<file path="src/rtl/tri_wave_pkg.sv">
package tri_wave_pkg;

  typedef enum logic [1:0] {
    FMT_R12 = 2'd0,
    FMT_L12 = 2'd1,
    FMT_R8  = 2'd2,
    FMT_RSV = 2'd3
  } wr_fmt_e;

endpackage

</file>
<file path="src/rtl/tw_trig_pick.sv">
module tw_trig_pick #(
  parameter int NUM_TRIG = 8,
  localparam int SEL_W = $clog2(NUM_TRIG)
) (
  input  logic [NUM_TRIG-1:0] trig_in,
  input  logic [SEL_W-1:0]    sel,
  input  logic                en,
  input  logic                busy,
  output logic                start
);
  // A conversion in flight masks any further trigger.
  assign start = en && !busy && trig_in[sel];
endmodule

</file>
<file path="src/rtl/tw_tri_counter.sv">
module tw_tri_counter #(
  parameter int DATA_W = 12,
  parameter int AMP_W  = 4
) (
  input  logic              clk,
  input  logic              rst_n,
  input  logic              step,
  input  logic [AMP_W-1:0]  amp,
  output logic [DATA_W-1:0] cnt
);
  localparam logic [DATA_W-1:0] ONE = DATA_W'(1);
  localparam logic [AMP_W-1:0] SAT_CODE = AMP_W'(DATA_W - 1);

  logic              up_q;
  logic [DATA_W-1:0] cnt_q;
  logic [DATA_W-1:0] peak;

  always_comb begin
    if (amp >= SAT_CODE) peak = '1;
    else                 peak = (ONE << (amp + 1'b1)) - ONE;
  end

  always_ff @(posedge clk) begin
    if (!rst_n) begin
      cnt_q <= '0;
      up_q  <= 1'b1;
    end else if (step) begin
      if (up_q) begin
        if (cnt_q >= peak) begin
          up_q  <= 1'b0;
          cnt_q <= cnt_q - ONE;
        end else begin
          cnt_q <= cnt_q + ONE;
        end
      end else begin
        if (cnt_q == '0) begin
          up_q  <= 1'b1;
          cnt_q <= ONE;
        end else begin
          cnt_q <= cnt_q - ONE;
        end
      end
    end
  end

  assign cnt = cnt_q;
endmodule

</file>
<file path="src/rtl/tw_channel.sv">
module tw_channel #(
  parameter int DATA_W = 12,
  parameter int AMP_W  = 4,
  parameter int LAT    = 3,
  localparam int STG_W = $clog2(LAT + 1)
) (
  input  logic              clk,
  input  logic              rst_n,
  input  logic              start,
  input  logic [1:0]        wave,
  input  logic [AMP_W-1:0]  amp,
  input  logic [DATA_W-1:0] base,
  output logic [DATA_W-1:0] data_out,
  output logic              busy
);
  localparam logic [STG_W-1:0] LAST = STG_W'(LAT);

  logic [STG_W-1:0]  stage_q;
  logic [DATA_W-1:0] out_q;
  logic [DATA_W-1:0] cnt;
  logic [DATA_W:0]   sum;
  logic [DATA_W-1:0] clamped;
  logic              done;
  logic              tri_on;

  assign tri_on  = wave[1];
  assign done    = (stage_q == LAST);
  assign sum     = {1'b0, base} + {1'b0, cnt};
  assign clamped = sum[DATA_W] ? '1 : sum[DATA_W-1:0];

  tw_tri_counter #(.DATA_W(DATA_W), .AMP_W(AMP_W)) cnt_i (
    .clk   (clk),
    .rst_n (rst_n),
    .step  (done && tri_on),
    .amp   (amp),
    .cnt   (cnt)
  );

  always_ff @(posedge clk) begin
    if (!rst_n) begin
      stage_q <= '0;
      out_q   <= '0;
    end else if (stage_q == '0) begin
      if (start) stage_q <= STG_W'(1);
    end else if (done) begin
      stage_q <= '0;
      out_q   <= tri_on ? clamped : base;
    end else begin
      stage_q <= stage_q + STG_W'(1);
    end
  end

  assign busy     = (stage_q != '0);
  assign data_out = out_q;
endmodule

</file>
<file path="src/rtl/tw_base_regs.sv">
module tw_base_regs
  import tri_wave_pkg::*;
#(
  parameter int DATA_W   = 12,
  parameter int NARROW_W = 8,
  localparam int HALF_W  = 16,
  localparam int PAD_W   = DATA_W - NARROW_W
) (
  input  logic                clk,
  input  logic                rst_n,
  input  logic                take,
  input  logic [1:0]          fmt,
  input  logic [2*HALF_W-1:0] data,
  output logic [DATA_W-1:0]   base0,
  output logic [DATA_W-1:0]   base1
);
  wr_fmt_e           fmt_e;
  logic [HALF_W-1:0] lo, hi;
  logic [DATA_W-1:0] nxt0, nxt1;
  logic              load;

  assign fmt_e = wr_fmt_e'(fmt);
  assign lo    = data[HALF_W-1:0];
  assign hi    = data[2*HALF_W-1:HALF_W];

  always_comb begin
    load = take;
    nxt0 = base0;
    nxt1 = base1;
    unique case (fmt_e)
      FMT_R12: begin
        nxt0 = lo[DATA_W-1:0];
        nxt1 = hi[DATA_W-1:0];
      end
      FMT_L12: begin
        nxt0 = lo[HALF_W-1 -: DATA_W];
        nxt1 = hi[HALF_W-1 -: DATA_W];
      end
      FMT_R8: begin
        nxt0 = {lo[NARROW_W-1:0], {PAD_W{1'b0}}};
        nxt1 = {lo[2*NARROW_W-1:NARROW_W], {PAD_W{1'b0}}};
      end
      FMT_RSV: load = 1'b0;
    endcase
  end

  always_ff @(posedge clk) begin
    if (!rst_n) begin
      base0 <= '0;
      base1 <= '0;
    end else if (load) begin
      base0 <= nxt0;
      base1 <= nxt1;
    end
  end
endmodule

</file>
<file path="src/rtl/tri_wave_dual.sv">
module tri_wave_dual #(
  parameter int NUM_TRIG = 8,
  parameter int DATA_W   = 12,
  parameter int AMP_W    = 4,
  parameter int LAT      = 3,
  localparam int SEL_W   = $clog2(NUM_TRIG),
  localparam int NCH     = 2
) (
  input  logic                clk,
  input  logic                rst_n,
  input  logic [NUM_TRIG-1:0] trig_in,
  input  logic [SEL_W-1:0]    ch0_trig_sel,
  input  logic [SEL_W-1:0]    ch1_trig_sel,
  input  logic                ch0_trig_en,
  input  logic                ch1_trig_en,
  input  logic [1:0]          ch0_wave,
  input  logic [1:0]          ch1_wave,
  input  logic [AMP_W-1:0]    ch0_amp,
  input  logic [AMP_W-1:0]    ch1_amp,
  input  logic                wr_valid,
  output logic                wr_ready,
  input  logic [1:0]          wr_fmt,
  input  logic [31:0]         wr_data,
  output logic [DATA_W-1:0]   ch0_data,
  output logic [DATA_W-1:0]   ch1_data,
  output logic [NCH-1:0]      busy
);
  logic [SEL_W-1:0]  sel_a  [NCH];
  logic              en_a   [NCH];
  logic [1:0]        wave_a [NCH];
  logic [AMP_W-1:0]  amp_a  [NCH];
  logic [DATA_W-1:0] base_a [NCH];
  logic [DATA_W-1:0] out_a  [NCH];
  logic [NCH-1:0]    busy_a;

  assign sel_a[0]  = ch0_trig_sel;  assign sel_a[1]  = ch1_trig_sel;
  assign en_a[0]   = ch0_trig_en;   assign en_a[1]   = ch1_trig_en;
  assign wave_a[0] = ch0_wave;      assign wave_a[1] = ch1_wave;
  assign amp_a[0]  = ch0_amp;       assign amp_a[1]  = ch1_amp;

  // Base values must not move under a pending sum.
  assign wr_ready = ~|busy_a;

  tw_base_regs #(.DATA_W(DATA_W)) base_i (
    .clk   (clk),
    .rst_n (rst_n),
    .take  (wr_valid && wr_ready),
    .fmt   (wr_fmt),
    .data  (wr_data),
    .base0 (base_a[0]),
    .base1 (base_a[1])
  );

  for (genvar c = 0; c < NCH; c++) begin : g_ch
    logic start;

    tw_trig_pick #(.NUM_TRIG(NUM_TRIG)) pick_i (
      .trig_in (trig_in),
      .sel     (sel_a[c]),
      .en      (en_a[c]),
      .busy    (busy_a[c]),
      .start   (start)
    );

    tw_channel #(.DATA_W(DATA_W), .AMP_W(AMP_W), .LAT(LAT)) ch_i (
      .clk      (clk),
      .rst_n    (rst_n),
      .start    (start),
      .wave     (wave_a[c]),
      .amp      (amp_a[c]),
      .base     (base_a[c]),
      .data_out (out_a[c]),
      .busy     (busy_a[c])
    );
  end

  assign ch0_data = out_a[0];
  assign ch1_data = out_a[1];
  assign busy     = busy_a;
endmodule

</file>
<file path="config.mk">
export PLATFORM = sky130hd
export DESIGN_NAME = tri_wave_dual
export DESIGN_NICKNAME = d
export VERILOG_FILES = /design/src/rtl/tri_wave_pkg.sv /design/src/rtl/tw_trig_pick.sv /design/src/rtl/tw_tri_counter.sv /design/src/rtl/tw_channel.sv /design/src/rtl/tw_base_regs.sv /design/src/rtl/tri_wave_dual.sv
export SDC_FILE = /design/constraint.sdc
export NUM_CORES = 1
export LEC_CHECK = 0
export BUFFER_PORTS_ARGS = -buffer_cell sky130_fd_sc_hd__buf_2
export CORE_UTILIZATION = 50
export CTS_CLUSTER_DIAMETER = 150
export CTS_CLUSTER_SIZE = 16
export DETAILED_ROUTE_END_ITERATION = 8
export GPL_TIMING_DRIVEN = 0
export PLACE_DENSITY = 0.83
export RECOVER_POWER = 25
export SKIP_LAST_GASP = 1
export SYNTH_ARGS = -nofsm -noshare
export SYNTH_HDL_FRONTEND = slang
export SYNTH_SLANG_ARGS = --single-unit
</file>
<file path="constraint.sdc">
create_clock -name clk -period 7.74 [get_ports clk]
set_input_delay 0 -clock clk [delete_from_list [all_inputs] [get_ports clk]]
set_output_delay 0 -clock clk [all_outputs]
set_load 0.05 [all_outputs]
</file>
Word level (Yosys, flattened, before mapping) --
Cells that the tools add are included. W data, S select, Z words.
Word-level totals: register bits 78, input bits 65, logic and storage cells 92
Operators by class: $add $sub $neg 12, order comparisons 6, equality and inequality tests 7, shift operators 2, muxes and demuxes 31, bitwise gates (word level) 2, reductions and logical operators 22
Operators with widths (count):
- $mux W12 | 12
- $pmux W12 S3 | 2
- $sub A12 B1 Y12 const B | 4
- $add A12 B12 Y13 | 2
- $add A12 B1 Y12 const B | 2
- $ge A12 B12 Y1 | 2
- $logic_not A12 Y1 | 2
- $shl A1 B4 Y12 const A | 2
- $mux W2 | 6
- $mux W1 | 9
- $add A4 B1 Y4 const B | 2
- $eq A2 B2 Y1 const B | 4
- $ge A4 B4 Y1 const B | 2
- $lt A3 B4 Y1 const B | 2
- $logic_and A1 B1 Y1 | 7
- $bmux W1 S3 | 2
- $logic_not A2 Y1 | 3
- $reduce_and A2 Y1 | 3
- $add A2 B1 Y2 const B | 2
- $ne A2 B1 Y1 const B | 2
- $reduce_bool A2 Y1 | 2
- $logic_not A1 Y1 | 3
- $reduce_bool A3 Y1 | 1
- $eq A2 B1 Y1 const B | 1
- other kinds (2) | 3

Longest topological paths before layout --
Gate-level depths: netlist of run 1.
depth in word-level cells 7, gate-level depth with buffers 19

Cells and area by module --
From an unflattened synthesis of run 1, not the netlist that was laid out.
Unflattened totals: cell total of the unflattened synthesis 879, area, all modules 7278.2 um^2
Modules (own cells, without submodules):
- tw_tri_counter | instances 2, cells an instance 212, area each 1607.8 um^2, sequential area each 260.2 um^2
- tw_base_regs | instances 1, cells an instance 151, area each 1446.4 um^2, sequential area each 480.5 um^2
- tw_channel (g_ch[1].ch_i) | instances 1, cells an instance 143, area each 1216.2 um^2, sequential area each 280.3 um^2
- tw_channel (g_ch[0].ch_i) | instances 1, cells an instance 143, area each 1213.7 um^2, sequential area each 280.3 um^2
- tw_trig_pick | instances 2, cells an instance 8, area each 85.1 um^2, sequential area each 0.0 um^2
- tri_wave_dual | instances 1, cells an instance 2, area each 16.3 um^2, sequential area each 0.0 um^2

Worst setup path before layout of run 1 --
Ideal clock, no wire load.
path type input to register, from input ch0_amp[1], to register g_ch[0].ch_i.cnt_i.cnt_q[3], data arrival time 2.902 ns, setup slack 4.717 ns, stages 16, buffers on the path 3, path through clkbuf_1 > nor3_1 > nand2_1 > ha_1 > clkbuf_1 > o21ai_0 > a22oi_1 > ha_1 > a41oi_1 > o21a_1 > o31ai_1 > a21oi_1 > buf_4 > mux2_2 > a31oi_1 > o21ai_0
Between the ends: longest elaborated chain between the ends 7, elaborated cells between the ends (all ways) 8, classes of those cells 2 x add/sub; 2 x order compare; 1 x shift; 3 x mux
Ends and longest elaborated chain:
- start: declaration | RTL line tri_wave_dual.sv:18 | input logic [AMP_W-1:0] ch0_amp,
- $add A4 B1 Y4 | RTL line tw_tri_counter.sv:20 | else peak = (ONE << (amp + 1'b1)) - ONE;
- $shl A1 B4 Y12 | RTL line tw_tri_counter.sv:20
- $sub A12 B1 Y12 | RTL line tw_tri_counter.sv:20
- $mux W12 * | RTL line tw_tri_counter.sv:19 | if (amp >= SAT_CODE) peak = '1;
- $ge A12 B12 Y1 * | RTL line tw_tri_counter.sv:29 | if (cnt_q >= peak) begin
- $mux W12 * | RTL line tw_tri_counter.sv:29
- $mux W12 * | RTL line tw_tri_counter.sv:28 | if (up_q) begin
- end signal: assignment | RTL line tw_tri_counter.sv:31 | cnt_q <= cnt_q - ONE;
- end signal: assignment | RTL line tw_tri_counter.sv:33 | cnt_q <= cnt_q + ONE;
- end signal: assignment | RTL line tw_tri_counter.sv:40 | cnt_q <= cnt_q - ONE;
- end: declaration | RTL line tw_tri_counter.sv:15 | logic [DATA_W-1:0] cnt_q;
Every way passes the cells marked *; elsewhere a longest branch is shown, timed or not. A chain may end at the register's enable or synchronous reset.

Worst setup path in the final report of run 1 --
from input ch0_amp[1], to register g_ch[0].ch_i.cnt_i.cnt_q[8]
Same word-level chain as after synthesis.

==> impl_results.md, run 1 <==
- Vias in the first global route: between 6000 and 7000
- Die W: ~120 µm
- Worst-Skew Late Latency: 0.34 ns
- Worst hold slack: between 0.04 and 0.05 ns
- DP HPWL: 13630 µm
- DIE AREA: ~0.014 mm²
- Slowest stage delay, CP: ~0.4 ns
- CTS buffer count: 9
- Rows: between 40 and 50
- Leading area contributor after synthesis: dfxtp_1
- DRT antenna net count: 0
- Via count: 6741
- EDFF count, synth: 0
- CTS tree: yes
- TNS Setup: 0 ns
- Crit path max-delay cell type: a21oi_1
- Initial DRT Pass Iterations: 7
- Maximum vdd drop: 0.1490 mV
- Syn_area_per_cell: 7.685 µm²
- Most frequent cells in the layout: 109 x nand2_1, 78 x dfxtp_1, 68 x o21ai_0, 68 x ha_1
- Clk slew on worst S/H paths: approximately 0.060 ns
- Resize count post-CTS: 0
- Startpoint Class: primary input
- ANT cells: 0
- Largest cells by area after synthesis: dfxtp_1 24%, ha_1 13%, nand2_1 6.2%
- Max Freq: between 200 and 300 MHz
- Tightest Pin Transition: approximately 0.74 ns
- Fin crit share: 0.4308
- DR iter-0 viols: 545
- P_leak: between 3 and 4 nW
- GRT Resource Usage Total: 0.2693
- RSZ-0062 raised after global routing: no
- I/O pins: just over 90
- Fin util: 0.5925
- Hold crit path type: primary input to register
- Number of buffer cells added on primary ports: 87
- Slew Limit Fails: 0
- First-pass GRT wire length: a little under 30000 µm
- Clk network pwr share: 0.327
- Power Total: 0.001299 W
- Minimum clock period: between 3 and 4 ns
- Pwr dens: around 170 mW/mm²
- Final wirelength: 17730 µm
- Post-synth top area share: 0.2365
- Final setup viols: 0
- Worst endpoint data arrival time: between 3 and 4 ns
- Layout cell share with drive strength beyond 1: 0.1119
- Initial antenna violation count: 0
- Cell Area, Synth: 0.006601 mm²
- Clock Skews: roughly 0.0095 ns
- Critical Path Sink Type: register
- CP Buf/Inv Count: 4
- Max-Slew Margin vs Limit: 0.5008
- Cell-internal power: 0.0008358 W
- Mapped Cells: approximately 860
- Nets: roughly 1100
- Die height: between 100 and 150 µm
- CTS root buf: clkbuf_16
- Flop pwr share: 0.368
- Most common cell after layout, fill and taps aside: nand2_1
- Yosys Warn Count: 0
- CP required: 7.97 ns
- Vias/cell: 5.929
- Crit path max fanout: 10
- Asr flop ratio synth: 0
- Pin count of the biggest net entering global routing: 13
- Core box area: around 0.013 mm²
- Final Hold Viols: 0
- Grt ovf: 0
- Status: completed
- Initial Util: 0.5189
- Total net switching power: between 0.0004 and 0.0005 W
- CP top delay family: compound AO/OA/AOI/OAI gates
- Combinational Power Share: 0.305
- DRC violations left: 0
- Max Cap Viol: 0
- Wirelength per Cell: 15.60 µm
- Place WS: ~4.1 ns
- Seq cells post-synth: 78
- Area Overhead vs Synth: 14.20%
- Critical path class: primary input to register
- Seq/Total Area, Yosys: 0.2365
- Final WS setup: about 4.4 ns
- Yosys cell types: 62
- H-tree depth: 3
- Switching share of power: 0.3568
- Final Wtd Congestion: between 0.9 and 1
- Clk sinks: between 70 and 80
- Ys flop type: dfxtp_1
- Critical Path, Cell by Cell: clkbuf_1 > nor3_1 > nand2_1 > ha_1 > clkbuf_1 > o21ai_0 > a22oi_1 > ha_1 > a41oi_1 > o21a_1 > o31ai_1 > a21oi_1 > buf_4 > buf_2 > nor3_1 > a221oi_1 > nand2_1
- Clock buffer depth: 2
[worst min-delay path, stage by stage]
cell and delay, ns:
buf_2 0.10, a221oi_1 0.07, nor3b_1 0.16
[synthesized netlist by cell type (5+ instances only)]
cell type    n
nand2_1    109
dfxtp_1     78
ha_1        68
o21ai_0     68
a21oi_1     56
nor2_1      49
clkbuf_1    39
inv_1       38
a21boi_0    28
nand3_1     23
nor2b_1     20
o21a_1      20
a22oi_1     17
nand2b_1    17
nor3_1      16
a21o_1      12
mux2i_1     12
nand4_1     12
a31oi_1     11
nor3b_1     11
o221ai_1    11
xnor2_1     11
and2_1      10
o211ai_1    10
a221oi_1     9
mux2_2       9
xor2_1       9
or3_1        8
nor4_1       6
and3_1       5
buf_2        5
[state kept, by name (all words and copies together) (netlist names)]
register / flops
base_i.base0: 12
base_i.base1: 12
g_ch.ch_i.cnt_i.cnt: 24
g_ch.ch_i.cnt_i.up_q: 2
g_ch.ch_i.data_out: 24
g_ch.ch_i.stage_q: 4
[final cells by class]
type	count	area, µm²
fillers	1176	5184
well taps	172	215.2
plain buffers	51	221.5
clock buffers	13	250.2
repair buffers	89	424.2
flip-flops and latches	78	1562
inverters	38	142.6
multi-input cells	693	4679
clock inverters	3	43.79
[path summary, 6_finish.rpt]
check / startpoint / slack, ns / cells past startpoint / end
max: ch0_amp[1] / 4.41 / 17 / g_ch[0].ch_i.cnt_i.cnt[8]
min: wr_data[2] / 0.05 / 3 / base_i.base0[2]
max reg2reg: g_ch[0].ch_i.cnt_i.cnt[0] / 4.80 / 11 / g_ch[0].ch_i.cnt_i.cnt[8]
min reg2reg: g_ch[1].ch_i.data_out[7] / 0.44 / 2 / g_ch[1].ch_i.data_out[7]
[metrics by stage]
stage          instances  instance area [µm²]
2_1_floorplan        860                 6605
3_3_place_gp        1119                 7256
3_5_place_dp        1119                 7256
4_1_cts             1137                 7570
5_1_grt             1137                 7538
6_report            1137                 7538
[power by group through the flow]
| stage | Clock, W | Sequential [W] | Combinational, W |
|---|---|---|---|
| final | 0.000425 | 0.000478 | 0.000396 |
| after global routing | 0.000446 | 0.000482 | 0.000436 |
| after CTS | 0.000425 | 0.000477 | 0.000395 |
| after detailed placement | 0 | 0.000486 | 0.000391 |
| after global placement | 0 | 0.000483 | 0.000384 |
| after floorplan | 0 | 0.000487 | 0.000276 |
[routing by layer]
| layer | share of wire | track usage |
|---|---|---|
| met5 | 0 | 0 |
| met4 | 0.017 | 0.08692 |
| met3 | 0.072 | 0.03708 |
| met2 | 0.46 | 0.4473 |
| met1 | 0.45 | 0.3613 |
[repair_timing]
| action | 4_1_cts | 5_1_grt |
|---|---|---|
| hold buffers | 2 | 0 |
| buffers inserted | 0 | 0 |
| endpoints found under the hold margin | 2 | 0 |
[kinds of logic (layout without fill, tap and decap cells)]
kind of cell / after synthesis / in the layout / share of synthesized area
AO/OA/AOI/OAI: 274 / 274 / 0.2718
XOR/XNOR: 20 / 20 / 0.02654
adder cells (fa/ha/maj): 70 / 70 / 0.1350
buffers and inverters: 89 / 194 / 0.05515
flip-flops: 78 / 78 / 0.2365
multiplexers: 25 / 25 / 0.04720
other: 1 / 2 / 0.0005681
AND/OR/NAND/NOR: 302 / 302 / 0.2273
Power figures use the tool's default switching activity.
==> run 2: changes to the inputs <==
Clock period 7.74 ns to 3.1 ns, I/O delays scaled along.
==> impl_results.md, run 2 (synthesis results as in run 1) <==
- Reg2reg end: g_ch[0].ch_i.cnt_i.cnt[3] (was g_ch[0].ch_i.cnt_i.cnt[8])
- Cell-internal power: 0.002090 W (was 0.0008358 W)
- Clock Skews: 0.009849 ns (was 0.009464 ns)
- Rows: 41 (unchanged)
- DR iter-0 viols: 507 (was 545)
- Worst-Skew Late Latency: 0.34 ns (about the same)
- Max Cap Viol: 0 (unchanged)
- Total net switching power: 0.001167 W (was 0.0004636 W)
- H-tree depth: 3 (unchanged)
- Pwr dens: 428.5 mW/mm² (was 172.4 mW/mm²)
- I/O pins: 92 (unchanged)
- Critical path class: primary input to register (unchanged)
- Design area: 0.007602 mm² (was 0.007538 mm²)
- Die W: 116.9 µm (unchanged)
- Flop pwr share: 0.367 (was 0.368)
- Hold path depth: 3 (unchanged)
- CTS root buf: clkbuf_16 (unchanged)
- Most frequent cells in the layout: 109 x nand2_1, 78 x dfxtp_1, 68 x ha_1 (was 109 x nand2_1, 78 x dfxtp_1, 68 x o21ai_0, 68 x ha_1)
- Final setup viols: 0 (unchanged)
- Worst setup startpoint: ch0_amp[1] (unchanged)
- First-pass GRT wire length: 29030 µm (was 29010 µm)
- Number of buffer cells added on primary ports: 87 (unchanged)
- DP HPWL: 13630 µm (unchanged)
- Most common cell after layout, fill and taps aside: nand2_1 (unchanged)
- Fin crit share: 0.9375
- Switching share of power: 0.3583 (was 0.3568)
- CTS tree: yes (unchanged)
- Pin count of the biggest net entering global routing: 13 (unchanged)
- Initial DRT Pass Iterations: 5 (was 7)
- Maximum vdd drop: 0.3718 mV (was 0.1490 mV)
- Clk network pwr share: 0.327 (about the same)
- Final Wtd Congestion: 0.9525 (unchanged)
- Startpoint Class: primary input (unchanged)
- Core box area: 0.01272 mm² (unchanged)
- Postcts setup bufs: 0 (unchanged)
- DIE AREA: 0.01367 mm² (unchanged)
- GRT Resource Usage Total: 0.2695 (was 0.2693)
- Worst Setup EP: g_ch[0].ch_i.cnt_i.cnt[3] (was g_ch[0].ch_i.cnt_i.cnt[8])
- Power Total: 0.003257 W (was 0.001299 W)
- Combinational Power Share: 0.306 (was 0.305)
- FF-to-FF Start: g_ch[0].ch_i.cnt_i.cnt[0] (unchanged)
- P_leak: 3.322 nW (was 3.271 nW)
- CP required: 3.33 ns (was 7.97 ns)
- Clk sinks: 78 (unchanged)
- Max Freq: approximately 340 MHz
- Vias/cell: 5.932 (was 5.929)
- Clk slew on worst S/H paths: 0.06 ns (about the same)
- Wirelength per Cell: 15.70 µm (was 15.60 µm)
- Clock buffer depth: 2 (unchanged)
- Initial Util: 0.5189 (unchanged)
- CTS buffer count: 9 (unchanged)
- Final wirelength: 17860 µm (was 17730 µm)
- DRT antenna net count: 0 (unchanged)
- Final WS setup: 0.1937 ns (was 4.406 ns)
- Vias in the first global route: 6095 (was 6070)
- Worst endpoint data arrival time: 3.13 ns (was 3.56 ns)
- Die height: 116.9 µm (unchanged)
- Final Hold Viols: 0 (unchanged)
- DRC violations left: 0 (unchanged)
- Place WS: -0.5500 ns (was 4.090 ns)
- Hold crit path type: primary input to register (unchanged)
- Critical Path Sink Type: register (unchanged)
- Initial antenna violation count: 0 (unchanged)
- Tightest Pin Transition: 0.7679 ns (was 0.7419 ns)
- Area Overhead vs Synth: 15.16% (was 14.20%)
- Layout cell share with drive strength beyond 1: 0.1264 (was 0.1119)
- Max-Slew Margin vs Limit: 0.4834 (was 0.5008)
- Status: completed (unchanged)
- Nets: 1095 (unchanged)
- Slew Limit Fails: 0 (unchanged)
- Post-DP Area: 0.007256 mm² (unchanged)
- TNS Setup: 0 ns (unchanged)
- Crit path max fanout: 10 (unchanged)
- Minimum clock period: slightly below 3 ns
- Via count: 6751 (was 6741)
- Grt ovf: 0 (unchanged)
- R2R depth: 10 (was 11)
- Setup slack, reg-to-reg: 0.33 ns (was 4.80 ns)
- Fill cell count: 1173 (was 1176)
-- run 2: cell count changes in the layout (fill, tap and decap cells not counted), sizes merged --
cell / delta
buf: -2
clkbuf: +2
diode: +1
-- run 2: layout make-up --
type	instances	area, µm²	share of cell area
multi-input combinational	693	4720	0.6208
sequential	78	1562	0.2054
timing repair buffer	89	424.2	0.05579
clock buffer	13	250.2	0.03292
buffer	51	242.7	0.03193
tap	172	215.2	0.02831
inverter	38	142.6	0.01876
clock inverter	3	43.79	0.005760
antenna	1	2.502	0.0003292
-- run 2: metal layers --
metal / up-vias / global-route usage / part of all wire
li1: 3341 / - / -
met1: 3086 / 0.3600 / 0.45
met2: 299 / 0.4493 / 0.46
met3: 25 / 0.03708 / 0.068
met4: 0 / 0.08776 / 0.019
met5: - / 0 / 0
-- run 2: what timing repair did --
item / CTS / global route
pin swaps: 0 / 1
hold endpoints to repair: 2 / 0
setup endpoints to repair: 19 / 23
hold buffers: 2 / 0
resized for setup: 4 / 27
-- run 2: power groups by stage --
| stage | logic [W] | clock network [W] | registers [W] |
|---|---|---|---|
| floorplan | 0.000690 | 0 | 0.00122 |
| global placement | 0.000959 | 0 | 0.00121 |
| detailed placement | 0.000976 | 0 | 0.00121 |
| CTS | 0.000988 | 0.00106 | 0.00119 |
| global route | 0.00109 | 0.00111 | 0.00120 |
| finish | 0.000998 | 0.00107 | 0.00119 |
-- run 2: critical path, stage by stage --
cell and delay, ns:
clkbuf_2 0.16, nor3_4 0.23, nand2_1 0.11, ha_1 0.26, clkbuf_2 0.19, o22a_1 0.22, o32ai_1 0.19, ha_1 0.30
o21a_1 0.16, nor2_1 0.10, o31ai_1 0.10, a21oi_2 0.29, buf_6 0.20, mux2_2 0.34, a31oi_1 0.17, o21ai_0 0.09
-- run 2: per-stage QoR --
stage               hold slack (ns)  cells  utilization
floorplan                    0.1762    860            -
global placement             0.3091   1119       0.5703
detailed placement           0.3096   1119       0.5703
CTS                         0.04987   1137       0.5963
global route                0.07835   1137       0.5974
finish                      0.04507   1138       0.5976
-- run 2: worst min path at each step --
stage                     start                 endpoint
floorplan           ch0_trig_en  g_ch[0].ch_i.stage_q[0]
CTS                  wr_data[2]          base_i.base0[2]
finish               wr_data[2]          base_i.base0[2]
global placement    ch1_trig_en  g_ch[1].ch_i.stage_q[0]
detailed placement  ch1_trig_en  g_ch[1].ch_i.stage_q[0]
global route        wr_data[19]          base_i.base1[3]
==> run 3: changes to the inputs <==
Settings changed: CORE_UTILIZATION 50 to 59, PLACE_DENSITY 0.83 to 0.94.
==> impl_results.md, run 3 (synthesis results as in run 1) <==
- Vias/cell: 6.259 (was 5.932)
- Worst endpoint data arrival time: 3.14 ns (was 3.13 ns)
- DIE AREA: 0.01162 mm² (was 0.01367 mm²)
- ANT cells: 0 (was 1)
- CTS root buf: clkbuf_8 (was clkbuf_16)
- Final Hold Viols: 0 (unchanged)
- Initial DRT Pass Iterations: 7 (was 5)
- Clk slew on worst S/H paths: 0.08 ns (was 0.06 ns)
- Layout cell share with drive strength beyond 1: 0.1285 (was 0.1264)
- Place WS: -0.6115 ns (was -0.5500 ns)
- Most common cell after layout, fill and taps aside: nand2_1 (unchanged)
- Slew Limit Fails: 0 (unchanged)
- DP HPWL: 13600 µm (was 13630 µm)
- Wirelength per Cell: 16.27 µm (was 15.70 µm)
- Die height: 107.8 µm (was 116.9 µm)
- Maximum vdd drop: 0.3756 mV (was 0.3718 mV)
- I/O pins: 92 (unchanged)
- Initial antenna violation count: 0 (unchanged)
- First-pass GRT wire length: 29100 µm (was 29030 µm)
- Most frequent cells in the layout: 109 x nand2_1, 78 x dfxtp_1, 68 x o21ai_0, 68 x ha_1, 67 x buf_2 (was 109 x nand2_1, 78 x dfxtp_1, 68 x ha_1)
- Critical path class: primary input to register (unchanged)
- Rows: 38 (was 41)
- DRC violations left: 0 (unchanged)
- CP required: 3.35 ns (was 3.33 ns)
- Clock Skews: 0.008113 ns (was 0.009849 ns)
- Layout Cells excl Fill: 1105 (was 1138)
- Pwr dens: 388.5 mW/mm² (was 428.5 mW/mm²)
- TNS Setup: 0 ns (unchanged)
- DRT antenna net count: 0 (unchanged)
- Max-Slew Margin vs Limit: 0.5295 (was 0.4834)
- Placed insts: 1087 (was 1119)
- Fin crit share: 0.9312 (was 0.9375)
- Vias in the first global route: 6357 (was 6095)
- Initial Util: 0.6063 (was 0.5189)
- Final WS setup: 0.2131 ns (was 0.1937 ns)
- Final setup viols: 0 (unchanged)
- Core box area: 0.01089 mm² (was 0.01272 mm²)
- GRT Resource Usage Total: 0.3147 (was 0.2695)
- H-tree depth: 3 (unchanged)
- Tightest Pin Transition: 0.6992 ns (was 0.7679 ns)
- Number of buffer cells added on primary ports: 87 (unchanged)
- P_leak: 3.258 nW (was 3.322 nW)
- Nets: 1097 (was 1095)
- DR iter-0 viols: 631 (was 507)
- Crit path max fanout: 10 (unchanged)
- Max Freq: 346.4 MHz (was 344.1 MHz)
- Via count: 6916 (was 6751)
- Clock buffer depth: 2 (unchanged)
- CTS tree: yes (unchanged)
- Hold crit path type: primary input to register (unchanged)
- CTS buffer count: 9 (unchanged)
- Final wirelength: 17980 µm (was 17860 µm)
- Area Overhead vs Synth: 12.57% (was 15.16%)
- Grt ovf: 0 (unchanged)
- Max Cap Viol: 0 (unchanged)
- Startpoint Class: primary input (unchanged)
- Clk sinks: 78 (unchanged)
- Final Wtd Congestion: 0.9579 (was 0.9525)
- Worst-Skew Late Latency: 0.37 ns (was 0.34 ns)
- Critical Path Sink Type: register (unchanged)
- Status: completed (unchanged)
- Die W: 107.8 µm (was 116.9 µm)
- Pin count of the biggest net entering global routing: 13 (unchanged)
- Minimum clock period: 2.887 ns (was 2.906 ns)
run 3: cell count changes in the layout (fill, tap and decap cells not counted), sizes merged:
cell / before / now
bufinv: 1 / 0
buf: 71 / 75
clkinv: 2 / 3
diode: 1 / 0
clkbuf: 80 / 76
run 3: what timing repair did:
item | CTS | global route
hold endpoints to repair | 2 | 0
endpoints found under the setup margin | 11 | 23
buffers inserted | 0 | 2
pin swaps | 0 | 1
hold buffers | 2 | 0
resized for setup | 3 | 20
run 3: area by class of cell:
class                      count  area, µm²
buffer                        51      234.0
clock buffer                  11      141.4
clock inverter                 3      22.52
fill                         847       3457
inverter                      38      142.6
multi-input combinational    693       4713
sequential                    78       1562
tap                          140      175.2
timing repair buffer          91      440.4
run 3: metal layers:
layer | global-route usage | up-vias | routed length (µm) | share of wire
met3 | 0.04177 | 59 | 1501 | 0.083
met5 | 0 | - | 0 | 0
met2 | 0.5293 | 381 | 8390 | 0.47
met1 | 0.4025 | 3136 | 7505 | 0.42
met4 | 0.1321 | 0 | 579 | 0.032
li1 | - | 3340 | - | -
run 3: metrics by stage:
step / total power (W) / util / cell area [µm²] / hold WS, ns
final: 0.002887 / 0.6825 / 7431 / 0.01573
after floorplan: 0.001907 / - / 6605 / 0.1762
after global placement: 0.002155 / 0.6627 / 7216 / 0.3175
after detailed placement: 0.002192 / 0.6627 / 7216 / 0.3162
after CTS: 0.002866 / 0.6805 / 7410 / 0.007997
after global routing: 0.003040 / 0.6825 / 7431 / 0.01996
run 3: worst max-delay path: stages:
cell	delay, ns
clkbuf_2	0.16
nor3_4	0.23
nand2_1	0.11
ha_1	0.27
clkbuf_2	0.20
o21ai_0	0.20
a22oi_1	0.12
ha_1	0.32
a41oi_1	0.24
o21a_1	0.15
o31ai_1	0.08
a21oi_2	0.25
buf_4	0.23
mux2_2	0.36
a31oi_1	0.13
o21ai_0	0.09
run 3: final timing paths:
path                            slack, ns                         to                       from  depth (start not counted)
worst max-delay path                 0.21  g_ch[0].ch_i.cnt_i.cnt[3]                 ch0_amp[1]                         16
worst min-delay path                 0.02            base_i.base1[3]                wr_data[19]                          3
worst min register to register       0.46   g_ch[1].ch_i.data_out[7]   g_ch[1].ch_i.data_out[7]                          2
worst max register to register       0.26   g_ch[1].ch_i.data_out[3]  g_ch[1].ch_i.cnt_i.cnt[1]                          9
run 3: power breakdown:
part / switching, W / leakage (nW) / internal, W / total, W
combinational: 0.000653 / 2.54 / 0.000350 / 0.00100
sequential: 0.000102 / 0.631 / 0.00109 / 0.00119
clock: 0.000384 / 0.0852 / 0.000306 / 0.000689
total: 0.00114 / 3.26 / 0.00175 / 0.00289
